--- config.mk ---
export PLATFORM = sky130hd
export DESIGN_NAME = cmp_reload_timer
export DESIGN_NICKNAME = d
export VERILOG_FILES = /design/src/rtl/tmr_pkg.sv /design/src/rtl/tmr_regif.sv /design/src/rtl/tmr_core.sv /design/src/rtl/cmp_reload_timer.sv
export SDC_FILE = /design/constraint.sdc
export NUM_CORES = 1
export LEC_CHECK = 0
export ABC_AREA = 1
export BUFFER_PORTS_ARGS = -buffer_cell sky130_fd_sc_hd__clkbuf_2
export CAP_MARGIN = 25
export CORE_MARGIN = 2
export CORE_UTILIZATION = 40
export CTS_CLUSTER_DIAMETER = 120
export DETAILED_ROUTE_END_ITERATION = 10
export PLACE_DENSITY = 0.52
export SLEW_MARGIN = 5
export SYNTH_ARGS = -nofsm -noshare
export SYNTH_HDL_FRONTEND = slang
export SYNTH_SLANG_ARGS = --single-unit
--- constraint.sdc ---
create_clock -name clk -period 5.3 [get_ports clk]
set_input_delay 1.06 -clock clk [delete_from_list [all_inputs] [get_ports clk]]
set_output_delay 1.06 -clock clk [all_outputs]
set_load 0.01 [all_outputs]
--- src/rtl/tmr_pkg.sv ---
package tmr_pkg;
  localparam int CNT_W  = 64;
  localparam int DATA_W = 32;
  localparam int ADDR_W = 12;
  localparam int ID_N   = 12;

  localparam logic [ADDR_W-1:0] OFS_CNT_LO  = 12'h000;
  localparam logic [ADDR_W-1:0] OFS_CNT_HI  = 12'h004;
  localparam logic [ADDR_W-1:0] OFS_FREQ    = 12'h010;
  localparam logic [ADDR_W-1:0] OFS_CMP_LO  = 12'h020;
  localparam logic [ADDR_W-1:0] OFS_CMP_HI  = 12'h024;
  localparam logic [ADDR_W-1:0] OFS_REL     = 12'h028;
  localparam logic [ADDR_W-1:0] OFS_CTL     = 12'h02C;
  localparam logic [ADDR_W-1:0] OFS_AR_LO   = 12'h040;
  localparam logic [ADDR_W-1:0] OFS_AR_HI   = 12'h044;
  localparam logic [ADDR_W-1:0] OFS_RELOAD  = 12'h048;
  localparam logic [ADDR_W-1:0] OFS_AR_CTL  = 12'h04C;
  localparam logic [ADDR_W-1:0] OFS_CFG     = 12'h050;

  // Write strobes from the register interface to the datapath
  typedef struct packed {
    logic              wrFreq;
    logic              wrCmpLo;
    logic              wrCmpHi;
    logic              wrRel;
    logic              wrCtl;
    logic              wrReload;
    logic              wrArCtl;
    logic [DATA_W-1:0] wdata;
  } tmr_strobe_t;

  // Architectural state seen by the read mux
  typedef struct packed {
    logic [CNT_W-1:0]  cmpVal;
    logic [CNT_W-1:0]  arTarget;
    logic [DATA_W-1:0] freq;
    logic [DATA_W-1:0] reload;
    logic              enable;
    logic              mask;
    logic              status;
    logic              arSel;
    logic              arFlag;
  } tmr_view_t;

  function automatic logic [7:0] idByte(input logic [3:0] idx);
    case (idx)
      4'd0:    idByte = 8'h04;
      4'd4:    idByte = 8'hB7;
      4'd5:    idByte = 8'hB0;
      4'd6:    idByte = 8'h0B;
      4'd8:    idByte = 8'h0D;
      4'd9:    idByte = 8'hF0;
      4'd10:   idByte = 8'h05;
      4'd11:   idByte = 8'hB1;
      default: idByte = 8'h00;
    endcase
  endfunction
endpackage

--- src/rtl/tmr_regif.sv ---
module tmr_regif
  import tmr_pkg::*;
(
  input  logic                pSel,
  input  logic                pEnable,
  input  logic                pWrite,
  input  logic [ADDR_W-1:0]   pAddr,
  input  logic [DATA_W-1:0]   pWdata,
  input  logic [CNT_W-1:0]    sysCount,
  input  tmr_view_t           view,
  output tmr_strobe_t         strobe,
  output logic [DATA_W-1:0]   pRdata
);
  localparam int HI_LSB = CNT_W - DATA_W;

  logic wrAcc, rdAcc, idHit;
  logic [3:0] idIdx;
  logic [DATA_W-1:0] relView;

  assign wrAcc = pSel && pEnable && pWrite;
  assign rdAcc = pSel && pEnable && !pWrite;

  always_comb begin
    strobe          = '0;
    strobe.wdata    = pWdata;
    strobe.wrFreq   = wrAcc && (pAddr == OFS_FREQ);
    strobe.wrCmpLo  = wrAcc && (pAddr == OFS_CMP_LO);
    strobe.wrCmpHi  = wrAcc && (pAddr == OFS_CMP_HI);
    strobe.wrRel    = wrAcc && (pAddr == OFS_REL);
    strobe.wrCtl    = wrAcc && (pAddr == OFS_CTL);
    strobe.wrReload = wrAcc && (pAddr == OFS_RELOAD);
    strobe.wrArCtl  = wrAcc && (pAddr == OFS_AR_CTL);
  end

  // Identification block: aligned words from 0xFD0 to 0xFFC
  assign idIdx   = pAddr[5:2] - 4'd4;
  assign idHit   = (pAddr[ADDR_W-1:6] == '1) && (pAddr[5:2] >= 4'd4) && (pAddr[1:0] == 2'b00);
  assign relView = view.cmpVal[DATA_W-1:0] - sysCount[DATA_W-1:0];

  always_comb begin
    pRdata = '0;
    if (rdAcc) begin
      if (idHit) begin
        pRdata = {{(DATA_W-8){1'b0}}, idByte(idIdx)};
      end else begin
        case (pAddr)
          OFS_CNT_LO: pRdata = sysCount[DATA_W-1:0];
          OFS_CNT_HI: pRdata = sysCount[CNT_W-1:HI_LSB];
          OFS_FREQ:   pRdata = view.freq;
          OFS_CMP_LO: pRdata = view.cmpVal[DATA_W-1:0];
          OFS_CMP_HI: pRdata = view.cmpVal[CNT_W-1:HI_LSB];
          OFS_REL:    pRdata = relView;
          OFS_CTL:    pRdata = {{(DATA_W-3){1'b0}}, view.status, view.mask, view.enable};
          OFS_AR_LO:  pRdata = view.arTarget[DATA_W-1:0];
          OFS_AR_HI:  pRdata = view.arTarget[CNT_W-1:HI_LSB];
          OFS_RELOAD: pRdata = view.reload;
          OFS_AR_CTL: pRdata = {{(DATA_W-2){1'b0}}, view.arFlag, view.arSel};
          OFS_CFG:    pRdata = {{(DATA_W-4){1'b0}}, 4'd1};
          default:    pRdata = '0;
        endcase
      end
    end
  end
endmodule

--- src/rtl/tmr_core.sv ---
module tmr_core
  import tmr_pkg::*;
(
  input  logic             clk,
  input  logic             rstN,
  input  tmr_strobe_t      strobe,
  input  logic [CNT_W-1:0] sysCount,
  output tmr_view_t        view,
  output logic             timerIrq
);
  localparam int EXT_W  = CNT_W - DATA_W;
  localparam int HI_LSB = CNT_W - DATA_W;

  logic [CNT_W-1:0]  cmpVal, arTarget, nextTarget, relCmp;
  logic [DATA_W-1:0] freq, reload;
  logic enable, mask, arSel, arFlag;
  logic cmpGe, arGe, status, armNow, fire, irqQ;

  assign cmpGe      = sysCount >= cmpVal;
  assign arGe       = sysCount >= arTarget;
  assign nextTarget = sysCount + {{EXT_W{1'b0}}, reload};
  assign relCmp     = sysCount + {{EXT_W{strobe.wdata[DATA_W-1]}}, strobe.wdata};
  assign status     = enable && (arSel ? arFlag : cmpGe);

  // Arm on a rising enable with selection set, or a rising selection with enable set
  assign armNow = (strobe.wrCtl   && strobe.wdata[0] && !enable && arSel) ||
                  (strobe.wrArCtl && strobe.wdata[0] && !arSel  && enable);
  assign fire   = enable && arSel && arGe && !armNow;

  always_ff @(posedge clk) begin
    if (!rstN) begin
      cmpVal   <= '0;
      arTarget <= '0;
      freq     <= '0;
      reload   <= '0;
      enable   <= 1'b0;
      mask     <= 1'b0;
      arSel    <= 1'b0;
      arFlag   <= 1'b0;
      irqQ     <= 1'b0;
    end else begin
      irqQ <= !mask && status;
      if (strobe.wrFreq)   freq   <= strobe.wdata;
      if (strobe.wrReload) reload <= strobe.wdata;
      if (strobe.wrCmpLo)  cmpVal[DATA_W-1:0]    <= strobe.wdata;
      if (strobe.wrCmpHi)  cmpVal[CNT_W-1:HI_LSB] <= strobe.wdata;
      if (strobe.wrRel)    cmpVal <= relCmp;
      if (strobe.wrCtl) begin
        enable <= strobe.wdata[0];
        mask   <= strobe.wdata[1];
      end
      if (strobe.wrArCtl) arSel <= strobe.wdata[0];
      if (armNow || fire) arTarget <= nextTarget;
      if (fire)
        arFlag <= 1'b1;
      else if (strobe.wrArCtl && !strobe.wdata[1])
        arFlag <= 1'b0;
    end
  end

  always_comb begin
    view          = '0;
    view.cmpVal   = cmpVal;
    view.arTarget = arTarget;
    view.freq     = freq;
    view.reload   = reload;
    view.enable   = enable;
    view.mask     = mask;
    view.status   = status;
    view.arSel    = arSel;
    view.arFlag   = arFlag;
  end

  assign timerIrq = irqQ;
endmodule

--- src/rtl/cmp_reload_timer.sv ---
module cmp_reload_timer
  import tmr_pkg::*;
(
  input  logic              clk,
  input  logic              rstN,
  input  logic              pSel,
  input  logic              pEnable,
  input  logic              pWrite,
  input  logic [ADDR_W-1:0] pAddr,
  input  logic [DATA_W-1:0] pWdata,
  output logic [DATA_W-1:0] pRdata,
  output logic              pReady,
  input  logic [CNT_W-1:0]  sysCount,
  output logic              timerIrq
);
  tmr_strobe_t strobe;
  tmr_view_t   view;

  assign pReady = 1'b1;

  tmr_regif u_regif (
    .pSel(pSel), .pEnable(pEnable), .pWrite(pWrite), .pAddr(pAddr),
    .pWdata(pWdata), .sysCount(sysCount), .view(view),
    .strobe(strobe), .pRdata(pRdata)
  );

  tmr_core u_core (
    .clk(clk), .rstN(rstN), .strobe(strobe), .sysCount(sysCount),
    .view(view), .timerIrq(timerIrq)
  );
endmodule

==> reports/results.ini, run 1 <==
[yosys]
netlist_instances = 4080
synth_top_family_by_area = simple AND/OR/NAND/NOR gates
synth_area_sq_um = 23600
synth_compound_area_frac = 0.216
synthXorXnorAreaFrac = 0.0156
synthMuxAreaShare = 0
yosysWarnings = 0
syn_avg_cell_area_sq_um = 5.77
yosys.area_share.adder = 0.140
syn-num-nets = 4454
yosys_most_used_dff = dfxtp_1
yosys.area_share.simple = 0.336
synthArstFlopShare = 0
synth_edf_count = 0
synth-seq-cells = 197
yosysSeqAreaShare = 0.167
yosysUniqueCellTypes = 52

[run_status]
outcome = complete, no violations

[placement]
port_buffers = 145
placedCellCount = 4975
hpwl_um = 111000
preCtsSetupSlack_ps = 232
gp_congestion = 1.14

[sta]
fin_ws_ps = 182
maxSlewViolCount = 0
relSlewSlack = 0.288
rsz0062_at_grt = no
clock_skew_ps = 20.6
setup_tns_ps = 0
max_slew.worst_pin.slew_ps = 1060
hold_violations = 0
finalCritPeriodShare = 0.966
setup_violations = 0
fmax_mhz = 195
period_minus_slack_ps = 5120

[cts]
cts_root_buf = clkbuf_16
clockBufferDepth = 2
cts_setup_buffers = 0
clock_latency_ps = 510
cts_hold_buffers = 0
path_clk_slew_ps = 80
cts_sinks = 197
numCtsBuffers = 17
htree_levels = 4
cts_tree = done
cts-resized-gates = 0

[power]
fin_total_pwr_mw = 4.13
ir_drop_uv = 266
power.density_nw_per_um2 = 158
p_leak_nw = 12.2

[drt]
dr_total_vias = 29300
drt-total-wl_um = 134000
avgRoutedWirePerCell_um = 26.6
drt_pre_antenna_iters = 6
ant_nets = 0
vias_per_cell = 5.83
drt_iter0_drc = 3115
post-route-drc-count = 0

[floorplanning]
die_h_um = 247
ios = 147
core-area_sq_um = 57900
dieWidth_um = 247
row_count = 88
start_util = 0.407
die_area_sq_um = 60800

[worst_setup_path]
max_stage_delay_ps = 470
worstPathRequired_ps = 4240
path_cells = clkbuf_2, inv_1, fa_1, nand2_1, nand2_1, a21oi_1, o21ai_0, nand2_1, nand3_1, nand2_1, nand2_1, nand2_1, nand3_1, a21oi_2, clkbuf_2
end_kind = output pin
crit_fanout = 6
r2r_cells = 15
path_common_cell = nand2_1
worstSetupPathType = in -> out
crit_arrival_ps = 4060
cp_slowest_cell = fa_1
cp-start-kind = input pin

[flow_run]
maxCapViolations = 0

[grt]
grt_max_degree = 111
antenna_found_initial = 10
grt_pass1_vias = 26200
track_usage = 0.435
grt_overflow = 0
grt_first_pass_wirelength_um = 188000

[final_layout]
area_delta_synth_final_pct = 11.1
finalNetCount = 4606
layout.cells.non_filler = 5020
fillCellCount = 6591
post-route-util = 0.452
drive_above_1_share = 0.0784
final_cell_mix = nand2_1, inv_1, a21oi_1
final_common_cell = nand2_1

[hold_path]
holdPathStages = 1
min_path_type = reg -> reg

final timing paths:
check | from | end | slack (ps)
worst max register to register | u_core.reload[1] | u_core.arTarget[34] | 1900
worst max-delay path | sysCount[1] | pRdata[20] | 180
worst min register to register | u_core.mask | u_core.timerIrq | 420
worst min-delay path | u_core.mask | u_core.timerIrq | 420
Yosys cell counts (all sizes together), types with 2 or more instances:
cell	number	area (sq um)
nor2	446	1700
ha	258	3230
a31oi	9	56.3
or2	33	206
xor2	20	175
a221oi	13	114
clkinv	2	7.51
o21bai	19	143
a21oi	466	2340
o22ai	70	438
o21a	18	135
o221ai	17	149
nor4	28	175
clkbuf	61	229
nand4	59	384
nand3b	10	75.1
dfxtp	197	3940
o211ai	7	52.6
nand3	275	1400
nand2	962	3620
xnor2	22	193
and3	7	43.8
a211oi	12	90.1
nor3	54	280
inv	661	2480
a21o	7	52.6
a41oi	2	17.5
a21boi	5	37.5
buf	39	220
o21ai	290	1450
fa	3	60.1
stage by stage:
step | hold WS (ps) | cell area [sq um]
after floorplan | 390 | 23600
after global placement | 409 | 25500
after detailed placement | 403 | 25500
after CTS | 416 | 26100
after global routing | 428 | 26100
final | 424 | 26200
final cells by class:
| cell class | count | area, sq um | area share |
|---|---|---|---|
| clock inverters | 15 | 178 | 0.00679 |
| clock buffers | 17 | 425 | 0.0163 |
| inverters | 663 | 2490 | 0.0951 |
| multi-input cells | 3120 | 16700 | 0.638 |
| diodes | 10 | 25.0 | 0.000956 |
| flip-flops and latches | 197 | 3940 | 0.151 |
| well taps | 765 | 957 | 0.0366 |
| repair buffers | 233 | 1460 | 0.0557 |
cells by family after synthesis:
group	count (synthesis)
fa+ha+maj	261
simple gates	1879
flops	197
other cells	1
compound gates	937
buf+inv	763
xor+xnor	42
registers in the layout, indices dropped and copies added (netlist names):
| name | count |
|---|---|
| u_core.timerIrq | 1 |
| u_core.cmpVal | 64 |
| u_core.freq | 32 |
| u_core.arTarget | 64 |
| u_core.arSel | 1 |
| u_core.mask | 1 |
| u_core.arFlag | 1 |
| u_core.reload | 32 |
| u_core.enable | 1 |
report_power, final:
| part | switching (mW) | internal, mW | total, mW |
|---|---|---|---|
| Sequential | 0.0000674 | 1.48 | 1.48 |
| Combinational | 0.884 | 0.348 | 1.23 |
| Clock | 0.746 | 0.678 | 1.42 |
worst max-delay path, delay by kind of cell:
kind / cells / cell delay, ps
buffers and inverters: 3 / 610
AO/OA/AOI/OAI: 3 / 1040
AND/OR/NAND/NOR: 8 / 860
adder cells (fa/ha/maj): 1 / 470
routing by layer:
| layer | share of wire | GRT usage | up-vias | wire, um |
|---|---|---|---|---|
| met2 | 0.41 | 0.629 | 1645 | 54400 |
| met5 | 0.000052 | 0 | - | 7 |
| met4 | 0.083 | 0.316 | 2 | 11100 |
| met3 | 0.10 | 0.110 | 340 | 13700 |
| li1 | - | - | 13800 | - |
| met1 | 0.41 | 0.556 | 13500 | 54500 |
Note: power is estimated with default switching activity, not from simulation.
==> inputs of run 2 (changes only) <==
CELL_PAD_IN_SITES_DETAIL_PLACEMENT = 0   (was unset)
CELL_PAD_IN_SITES_GLOBAL_PLACEMENT = 1   (was unset)
PLACE_DENSITY = 0.73   (was 0.52)
==> run 2 against run 1 <==
- utilization rose by 0.052 points
- count of clock-buffer cells in the layout unchanged
- critical endpoint unchanged
- routed wire length is 2.2% higher
- highest routed layer unchanged
- setup slack improved by 130 ps
- critical path depth stayed put
- sequential power is essentially flat
- clock skew rose by 2.5 ps
- non-clock buffer count rose by 2
- final area rose by 0.12%
==> reports/results.ini, run 2 (synthesis results as in run 1) <==
[run_status]
outcome = complete, no violations

[cts]
htree_levels = 4
clockBufferDepth = 2
path_clk_slew_ps = 80
cts_root_buf = clkbuf_16
clock_latency_ps = 530
cts_sinks = 197
cts_tree = done
numCtsBuffers = 17
cts_setup_buffers = 0

[drt]
drt_iter0_drc = 3370
ant_nets = 0
drt_pre_antenna_iters = 6
avgRoutedWirePerCell_um = 27.2
post-route-drc-count = 0
vias_per_cell = 5.84
dr_total_vias = 29300
drt-total-wl_um = 136000

[final_layout]
largestRegisters = u_core.arTarget (64), u_core.cmpVal (64)
area_delta_synth_final_pct = 11.2
fillCellCount = 6637
seq_area_sq_um = 3940
post-route-util = 0.452
drive_above_1_share = 0.0784
finalNetCount = 4608
multi_input_area_sq_um = 16700
final_cell_mix = nand2_1, inv_1, a21oi_1
final_common_cell = nand2_1

[grt]
grt_overflow = 0
grt_pass1_vias = 26200
antenna_found_initial = 6
grt_max_degree = 76
grt_first_pass_wirelength_um = 191000
track_usage = 0.443

[power]
p_leak_nw = 12.2
ir_drop_uv = 271
power.density_nw_per_um2 = 161

[worst_setup_path]
crit_path_start = sysCount[1]
cp-start-kind = input pin
crit_fanout = 6
r2r_slack_ps = 1590
r2r_cells = 16
crit_end = pRdata[20]
end_kind = output pin
crit_arrival_ps = 3930
r2r_end = u_core.arTarget[34]
worstPathRequired_ps = 4240
worstSetupPathType = in -> out
reg2reg_from = u_core.reload[0]

[sta]
clock_skew_ps = 23.1
hold_ws_ps = 460
maxSlewViolCount = 0
setup_violations = 0
fmax_mhz = 200
relSlewSlack = 0.254
period_minus_slack_ps = 4990
max_slew.worst_pin.slew_ps = 1110
setup_tns_ps = 0
rsz0062_at_grt = no
hold_violations = 0
fin_ws_ps = 307
finalCritPeriodShare = 0.942

[placement]
port_buffers = 145
preCtsSetupSlack_ps = 343
hpwl_um = 114000
gp_congestion = 1.10

[floorplanning]
core-area_sq_um = 57900
ios = 147
start_util = 0.407
row_count = 88
die_area_sq_um = 60800
dieWidth_um = 247
die_h_um = 247

[flow_run]
maxCapViolations = 0

[hold_path]
min_path_type = reg -> reg

==> run 2: worst max-delay path, cell delays in order <==
cell	delay, ps
clkbuf_2	200
inv_1	170
fa_1	490
nand2_1	90
nand2_1	100
a21oi_1	300
o21ai_0	280
nand2_1	120
nand3_1	130
nand2_1	180
nand2_1	60
nand2_1	170
nand3_1	100
a21oi_1	280
clkbuf_2	200
==> run 2: routing by layer <==
metal  part of all wire  global-route usage  up-vias
met5            0.00035                   0        -
li1                   -                   -    13800
met3               0.10               0.108      332
met4              0.080               0.301        6
met1               0.41               0.577    13500
met2               0.41               0.644     1639
==> run 2: how the worst min path moves through the flow <==
stage,end,from,cells after the start
after global routing,u_core.freq[15],u_core.freq[15],2
after CTS,u_core.freq[15],u_core.freq[15],2
after floorplan,u_core.timerIrq,u_core.mask,1
final,u_core.freq[13],u_core.freq[13],2
after detailed placement,u_core.freq[15],u_core.freq[15],2
after global placement,u_core.freq[15],u_core.freq[15],2
==> run 2: layout make-up <==
class | instances | area share
Antenna cell | 2 | 0.000191
Clock buffer | 17 | 0.0162
Clock inverter | 15 | 0.00812
Inverter | 663 | 0.0950
Multi-Input combinational cell | 3120 | 0.637
Sequential cell | 197 | 0.151
Tap cell | 765 | 0.0365
Timing Repair Buffer | 235 | 0.0564
==> run 2: timing repair <==
| item | in CTS | in global routing |
|---|---|---|
| endpoints found under the setup margin | 0 | 1 |
| gates resized for setup | 0 | 1 |
| hold buffers | 0 | 0 |
==> run 2: through the flow <==
step / cell area [sq um] / cells / power (mW)
floorplan: 23600 / 4080 / 2.17
global placement: 25600 / 4980 / 2.70
detailed placement: 25600 / 4980 / 2.70
CTS: 26200 / 5012 / 4.17
global route: 26200 / 5012 / 4.36
finish: 26200 / 5014 / 4.22
==> run 2: where the power goes <==
| part | switching, mW | total [mW] | internal, mW |
|---|---|---|---|
| clock network | 0.833 | 1.49 | 0.661 |
| logic | 0.896 | 1.25 | 0.349 |
| registers | 0.0000703 | 1.48 | 1.48 |
